`src/rtl/spi_dr_pkg.sv`:
```
package spi_dr_pkg;

  // Number of system clocks in one serial clock phase for a divider select.
  function automatic int unsigned half_clocks(input int unsigned sel);
    return 32'd1 << sel;
  endfunction

  // Master-conflict detection is live unless switched off.
  function automatic logic fault_armed(input logic fault_off);
    return !fault_off;
  endfunction

  // Select pin is a driven output only with detection off and output enabled.
  function automatic logic ss_drives(input logic fault_off, input logic ss_out);
    return fault_off && ss_out;
  endfunction

endpackage

```
`src/rtl/spi_dr_sync.sv`:
```
module spi_dr_sync #(
  parameter int W       = 3,
  parameter int STAGES  = 2,
  parameter logic [W-1:0] RST_VAL = '0
) (
  input  logic         clk,
  input  logic         rst_n,
  input  logic [W-1:0] din,
  output logic [W-1:0] dout
);

  logic [W-1:0] stg [STAGES];

  for (genvar s = 0; s < STAGES; s++) begin : g_stg
    if (s == 0) begin : g_first
      always_ff @(posedge clk or negedge rst_n) begin
        if (!rst_n) stg[0] <= RST_VAL;
        else        stg[0] <= din;
      end
    end else begin : g_next
      always_ff @(posedge clk or negedge rst_n) begin
        if (!rst_n) stg[s] <= RST_VAL;
        else        stg[s] <= stg[s-1];
      end
    end
  end

  assign dout = stg[STAGES-1];

endmodule

```
`src/rtl/spi_dr_clkgen.sv`:
```
module spi_dr_clkgen #(
  parameter int SEL_W = 2
) (
  input  logic             clk,
  input  logic             rst_n,
  input  logic             run,
  input  logic [SEL_W-1:0] sel,
  output logic             tick
);

  localparam int CNT_W = (1 << SEL_W) - 1;

  logic [CNT_W-1:0] cnt;
  logic [CNT_W-1:0] limit;

  assign limit = CNT_W'(spi_dr_pkg::half_clocks(32'(sel)) - 32'd1);
  assign tick  = run && (cnt == limit);

  always_ff @(posedge clk or negedge rst_n) begin
    if (!rst_n)         cnt <= '0;
    else if (!run)      cnt <= '0;
    else if (tick)      cnt <= '0;
    else                cnt <= cnt + 1'b1;
  end

endmodule

```
`src/rtl/spi_dr_shifter.sv`:
```
module spi_dr_shifter #(
  parameter int DATA_W = 8
) (
  input  logic              clk,
  input  logic              rst_n,
  input  logic              load,
  input  logic [DATA_W-1:0] load_val,
  input  logic              cap_en,
  input  logic              cap_in,
  input  logic              shift_en,
  input  logic              cnt_clr,
  output logic              msb,
  output logic [DATA_W-1:0] next_word,
  output logic              word_done,
  output logic              cnt_nz
);

  localparam int CNT_W = $clog2(DATA_W);

  logic [DATA_W-1:0] sreg;
  logic              cap_q;
  logic [CNT_W-1:0]  cnt;

  assign msb       = sreg[DATA_W-1];
  assign next_word = {sreg[DATA_W-2:0], cap_q};
  assign word_done = shift_en && (cnt == CNT_W'(DATA_W-1));
  assign cnt_nz    = (cnt != '0);

  always_ff @(posedge clk or negedge rst_n) begin
    if (!rst_n) begin
      sreg  <= '0;
      cap_q <= 1'b0;
    end else begin
      if (cap_en) cap_q <= cap_in;
      if (shift_en)  sreg <= next_word;
      else if (load) sreg <= load_val;
    end
  end

  always_ff @(posedge clk or negedge rst_n) begin
    if (!rst_n)         cnt <= '0;
    else if (cnt_clr)   cnt <= '0;
    else if (shift_en)  cnt <= word_done ? '0 : cnt + 1'b1;
  end

endmodule

```
`src/rtl/spi_dual_role.sv`:
```
module spi_dual_role #(
  parameter int DATA_W = 8,
  parameter int SEL_W  = 2,
  parameter int SYNC_N = 2
) (
  input  logic              clk,
  input  logic              rst_n,
  input  logic              role_wr,
  input  logic              role_master,
  input  logic              cfg_ss_out,
  input  logic              cfg_fault_off,
  input  logic [SEL_W-1:0]  div_sel,
  input  logic              tx_wr,
  input  logic [DATA_W-1:0] tx_data,
  input  logic              done_clr,
  input  logic              fault_clr,
  input  logic              wcol_clr,
  output logic [DATA_W-1:0] rx_data,
  output logic              done_flag,
  output logic              fault_flag,
  output logic              wcol_flag,
  output logic              busy,
  output logic              is_master,
  input  logic              sclk_i,
  output logic              sclk_o,
  output logic              sclk_oe,
  input  logic              mosi_i,
  output logic              mosi_o,
  output logic              mosi_oe,
  input  logic              miso_i,
  output logic              miso_o,
  output logic              miso_oe,
  input  logic              ss_i,
  output logic              ss_o,
  output logic              ss_oe
);

  localparam int PIN_W = 3;
  localparam logic [PIN_W-1:0] PIN_RST = 3'b100;  // select idles high

  // Synchronized bus pins, ordered {select, mosi, sclk}
  logic [PIN_W-1:0] pins_s;
  logic sclk_s, mosi_s, ss_s, sclk_d;

  spi_dr_sync #(.W(PIN_W), .STAGES(SYNC_N), .RST_VAL(PIN_RST)) u_sync (
    .clk(clk), .rst_n(rst_n),
    .din({ss_i, mosi_i, sclk_i}),
    .dout(pins_s)
  );
  assign {ss_s, mosi_s, sclk_s} = pins_s;

  // Role and master state
  logic master_q, busy_m, sclk_q;
  logic tick, m_rise, m_fall;
  logic s_active, s_rise, s_fall, busy_s;
  logic fault_hit, wr_ok, wr_clash, start;
  logic cap_in, cap_en, shift_en, cnt_clr;
  logic msb, word_done, cnt_nz;
  logic [DATA_W-1:0] next_word;

  spi_dr_clkgen #(.SEL_W(SEL_W)) u_clkgen (
    .clk(clk), .rst_n(rst_n), .run(busy_m), .sel(div_sel), .tick(tick)
  );

  assign m_rise   = tick && !sclk_q;
  assign m_fall   = tick &&  sclk_q;

  assign s_active = !master_q && !ss_s;
  assign s_rise   = s_active &&  sclk_s && !sclk_d;
  assign s_fall   = s_active && !sclk_s &&  sclk_d;

  assign fault_hit = master_q && spi_dr_pkg::fault_armed(cfg_fault_off) && !ss_s;
  assign busy_s    = s_active && cnt_nz;
  assign busy      = busy_m || busy_s;
  assign wr_ok     = tx_wr && !busy;
  assign wr_clash  = tx_wr &&  busy;
  assign start     = wr_ok && master_q && !fault_hit && !role_wr;

  assign cap_in   = master_q ? miso_i : mosi_s;
  assign cap_en   = m_rise || s_rise;
  assign shift_en = m_fall || s_fall;
  assign cnt_clr  = start || fault_hit || role_wr || (!master_q && ss_s);

  spi_dr_shifter #(.DATA_W(DATA_W)) u_shift (
    .clk(clk), .rst_n(rst_n),
    .load(wr_ok), .load_val(tx_data),
    .cap_en(cap_en), .cap_in(cap_in),
    .shift_en(shift_en), .cnt_clr(cnt_clr),
    .msb(msb), .next_word(next_word),
    .word_done(word_done), .cnt_nz(cnt_nz)
  );

  always_ff @(posedge clk or negedge rst_n) begin
    if (!rst_n) sclk_d <= 1'b0;
    else        sclk_d <= sclk_s;
  end

  always_ff @(posedge clk or negedge rst_n) begin
    if (!rst_n)         master_q <= 1'b0;
    else if (fault_hit) master_q <= 1'b0;
    else if (role_wr)   master_q <= role_master;
  end

  always_ff @(posedge clk or negedge rst_n) begin
    if (!rst_n) begin
      busy_m <= 1'b0;
      sclk_q <= 1'b0;
    end else if (fault_hit || role_wr) begin
      busy_m <= 1'b0;
      sclk_q <= 1'b0;
    end else if (start) begin
      busy_m <= 1'b1;
      sclk_q <= 1'b0;
    end else if (m_rise) begin
      sclk_q <= 1'b1;
    end else if (m_fall) begin
      sclk_q <= 1'b0;
      if (word_done) busy_m <= 1'b0;
    end
  end

  always_ff @(posedge clk or negedge rst_n) begin
    if (!rst_n) begin
      rx_data    <= '0;
      done_flag  <= 1'b0;
      fault_flag <= 1'b0;
      wcol_flag  <= 1'b0;
    end else begin
      if (word_done) rx_data <= next_word;

      if (word_done)     done_flag <= 1'b1;
      else if (done_clr) done_flag <= 1'b0;

      if (fault_hit)      fault_flag <= 1'b1;
      else if (fault_clr) fault_flag <= 1'b0;

      if (wr_clash)      wcol_flag <= 1'b1;
      else if (wcol_clr) wcol_flag <= 1'b0;
    end
  end

  assign is_master = master_q;
  assign sclk_o    = sclk_q;
  assign sclk_oe   = master_q;
  assign mosi_o    = msb;
  assign mosi_oe   = master_q;
  assign miso_o    = msb;
  assign miso_oe   = !master_q && !ss_s;
  assign ss_oe     = master_q && spi_dr_pkg::ss_drives(cfg_fault_off, cfg_ss_out);
  assign ss_o      = !busy_m;

endmodule

```
`config.mk`:
```
export PLATFORM = sky130hd
export DESIGN_NAME = spi_dual_role
export DESIGN_NICKNAME = d
export VERILOG_FILES = /design/src/rtl/spi_dr_pkg.sv /design/src/rtl/spi_dr_sync.sv /design/src/rtl/spi_dr_clkgen.sv /design/src/rtl/spi_dr_shifter.sv /design/src/rtl/spi_dual_role.sv
export SDC_FILE = /design/constraint.sdc
export NUM_CORES = 1
export LEC_CHECK = 0
export BUFFER_PORTS_ARGS = -buffer_cell sky130_fd_sc_hd__clkbuf_2
export CAP_MARGIN = 20
export CORE_UTILIZATION = 46
export CTS_BUF_LIST = sky130_fd_sc_hd__clkbuf_16
export DETAILED_ROUTE_END_ITERATION = 8
export HOLD_SLACK_MARGIN = 0.1
export PLACE_DENSITY = 0.83
export SLEW_MARGIN = 20
export SYNTH_ARGS = -nofsm -noshare
export SYNTH_HDL_FRONTEND = slang
export SYNTH_SLANG_ARGS = --single-unit
```
`constraint.sdc`:
```
create_clock -name clk -period 1.9 [get_ports clk]
set_input_delay 0.38 -clock clk [delete_from_list [all_inputs] [get_ports clk]]
set_output_delay 0.38 -clock clk [all_outputs]
set_load 0.02 [all_outputs]
```
==> reports/qor.yml <==
global_route:
  grt_first_pass_wirelength_um: 5550
  grt_max_degree: 17
  overflow: 0
  grt_pass1_vias: 1253
  grt_use_total_pct: 21.0
  antenna_found_initial: 0
setup_path:
  cp.required_ns: 2.06
  critPathArrivalTime_ns: 2.08
  path_cells: "and4_4 > o31a_1 > o211a_4 > o21ai_4 > buf_12 > mux2_2"
  cp_max_fo: 9
  max_stage_delay_ns: 0.41
  worst_path_max_delay_cell: "dfrtp_1"
  start_kind: "register"
  criticalPathCategory: "register to register"
  worst_setup_path_end_kind: "register"
layout:
  final_cells: 245
  diodes: 0
  finish.utilization_pct: 67.3
  area_growth_pct: 38.4
  fill_cells: 247
  drive_above_1_share_pct: 52.3
  finalNetCount: 226
clocking:
  root_buffer: "clkbuf_16"
  h-tree-depth: 2
  cts_max_path_buffers: 2
  clkTransAtPathRegs_ns: 0.05
  clk_latency_ns: 0.28
  cts_tree: "done"
  cts_buffers: 5
  numClockSinks: 36
logic_synthesis:
  yosysTopAreaCellShare_pct: 51.6
  synthArstFlopShare_pct: 100
  avgSynthCellArea_sq_um: 12.7
  synth_area_sq_um: 1650
  ys_top_cells_by_count: "dfrtp_1, mux2_2, a21oi_1, inv_1, o21ai_0"
  yosys_warnings: 0
  syn-instance-count: 130
  synth_cell_types: 38
  yosysTopAreaCell: "dfrtp_1"
  ys_top_cells_by_area: "dfrtp_1, mux2_2, dfstp_2, a21oi_1, ha_1"
  synth_ff_type: "dfrtp_1"
  synth_fp_nets: 158
  synth-seq-cells: 36
  yosysSeqAreaShare_pct: 54.8
  synth_edf_count: 0
  synth_most_common_cell: "dfrtp_1"
timing:
  max_slew.worst_pin.slew_ns: 0.574
  maxSlewViolCount: 0
  finalSetupViolCount: 6
  timing.final.crit_share_pct: 101
  finalHoldViolations: 0
  clock.fmax_mhz: 519
  min_period_ns: 1.93
  tns_ns: -0.117
  slew_headroom_pct: 61.6
  grt_setup_unrepaired: "yes"
  skew_ns: 0.00387
  finalWorstSetupSlack_ns: -0.0269
die:
  die_w_um: 61.9
  io_pins: 45
  num_rows: 21
  start_util_pct: 48.6
  fp.dieH_um: 61.9
  die_area_sq_um: 3830
  core_sq_um: 3390
routing:
  drt_wl_total_um: 3610
  vias: 1256
  wire_per_inst_um: 14.8
  drt_iter0_drc: 20
  final_antenna_net_count: 0
  viasPerCell: 5.13
  drt_first_pass_iters: 4
  drc_errors: 0
outcome:
  violations: "setup timing"
  outcome: "finished with violations"
place:
  io_buffers: 44
  place.gp.congestion: 0.848
  dp_hpwl_um: 2580
  placed_cells: 229
power:
  total_leakage_power_nw: 1.18
  seqPwrFrac_pct: 44.7
  p_per_area_nw_per_um2: 864
  p_int_mw: 1.47
  ir_worst_vdd_mv: 0.653
  swShare_pct: 25.5
  clkPwrFrac_pct: 39.9
  p_comb_share_pct: 15.3
  netSwitchingPower_uw: 502
hold_path:
  worstHoldPathType: "primary input to register"
run:
  drv_cap: 0
area by class of cell:
| type | count | area [sq um] | area share (%) |
|---|---|---|---|
| Clock inverter | 3 | 20.0 | 0.878 |
| Clock buffer | 5 | 125 | 5.49 |
| Tap cell | 46 | 57.6 | 2.52 |
| Multi-Input combinational cell | 84 | 734 | 32.2 |
| Timing Repair Buffer | 64 | 413 | 18.1 |
| Sequential cell | 36 | 905 | 39.7 |
| Inverter | 7 | 26.3 | 1.15 |
cells by family after synthesis:
logic type / Yosys count / synth area share, %
DFF: 36 / 54.8
and+or+nand+nor: 28 / 11.3
AOI/OAI and AO/OA: 26 / 10.7
muxes: 24 / 16.1
buffers and inverters: 10 / 2.96
adders and majority gates: 4 / 3.04
xor gates and xnor gates: 2 / 1.06
placed cells by master, fill, tap and decap left out, types with 2 or more instances in the layout:
| cell | netlist | layout |
|---|---|---|
| and3_1 | 3 | 3 |
| mux2i_1 | 4 | 4 |
| o21ai_0 | 6 | 6 |
| ha_1 | 4 | 4 |
| clkbuf_2 | 0 | 43 |
| mux2_4 | 0 | 7 |
| nor2_1 | 5 | 5 |
| buf_12 | 0 | 3 |
| clkbuf_16 | 0 | 5 |
| nor2_2 | 2 | 2 |
| nand2_1 | 2 | 2 |
| dfstp_2 | 2 | 2 |
| nand3_1 | 3 | 3 |
| dfrtp_1 | 34 | 33 |
| nand3b_1 | 2 | 2 |
| buf_4 | 3 | 17 |
| mux2_2 | 20 | 13 |
| a21oi_1 | 10 | 10 |
| inv_1 | 7 | 8 |
power groups by stage:
stage                     Clock [mW]  Sequential, mW  Combinational [mW]
after global routing           0.819           0.891               0.328
after global placement             0           0.888               0.260
after CTS                      0.797           0.881               0.279
after floorplan                    0           0.899               0.152
after detailed placement           0           0.895               0.271
final                          0.787           0.882               0.302
sequential cells by signal, indices dropped and copies added, names as in the netlist:
register and flops:
busy_m 1, done_flag 1, fault_flag 1, is_master 1, rx_data 8, sclk_d 1, sclk_o 1, u_clkgen.cnt 3
u_shift.cap_q 1, u_shift.cnt 3, u_shift.sreg 8, u_sync.dout 3, u_sync.stg 3, wcol_flag 1
routing by layer:
layer	vias up	routed length (um)	global-route usage (%)
met2	24	1910	35.3
li1	600	-	-
met3	6	138	6.21
met5	-	0	0
met4	0	66	10.2
met1	626	1500	24.5
stage by stage:
step	worst slack (ns)	total power [mW]	hold slack, ns	cell area, sq um
2_1_floorplan	0.0277	1.05	0.0844	1650
3_3_place_gp	-0.0654	1.15	0.237	2010
3_5_place_dp	-0.140	1.17	0.236	2010
4_1_cts	-0.0261	1.96	0.177	2210
5_1_grt	-0.0984	2.04	0.174	2280
6_report	-0.0269	1.97	0.181	2280
critical path, delay by kind of cell, from the launching register on:
kind,cells,cell delay [ns]
AO/OA/AOI/OAI,3,0.74
buffers and inverters,1,0.15
multiplexers,1,0.33
AND/OR/NAND/NOR,1,0.19
flip-flops,1,0.41
what timing repair did:
action	4_1_cts	5_1_grt
endpoints found under the hold margin	6	0
setup buffers	3	4
hold buffers	1	0
gates resized for setup	4	9
setup endpoints to repair	11	16
pin swaps	1	1
cloned	0	0
path summary, 6_finish.rpt:
path,from,endpoint,slack [ns],cells past startpoint
setup / recovery,u_clkgen.cnt[1],rx_data[6],-0.03,6
hold / removal,ss_i,u_sync.stg[5],0.18,1
setup reg to reg,u_clkgen.cnt[1],rx_data[6],-0.03,6
hold reg to reg,u_sync.stg[4],u_sync.dout[1],0.35,0
max in group asynchronous,rst_n,u_sync.dout[2],0.89,3
min in group asynchronous,rst_n,rx_data[1],0.48,2
(Power assumes the default switching activity.)
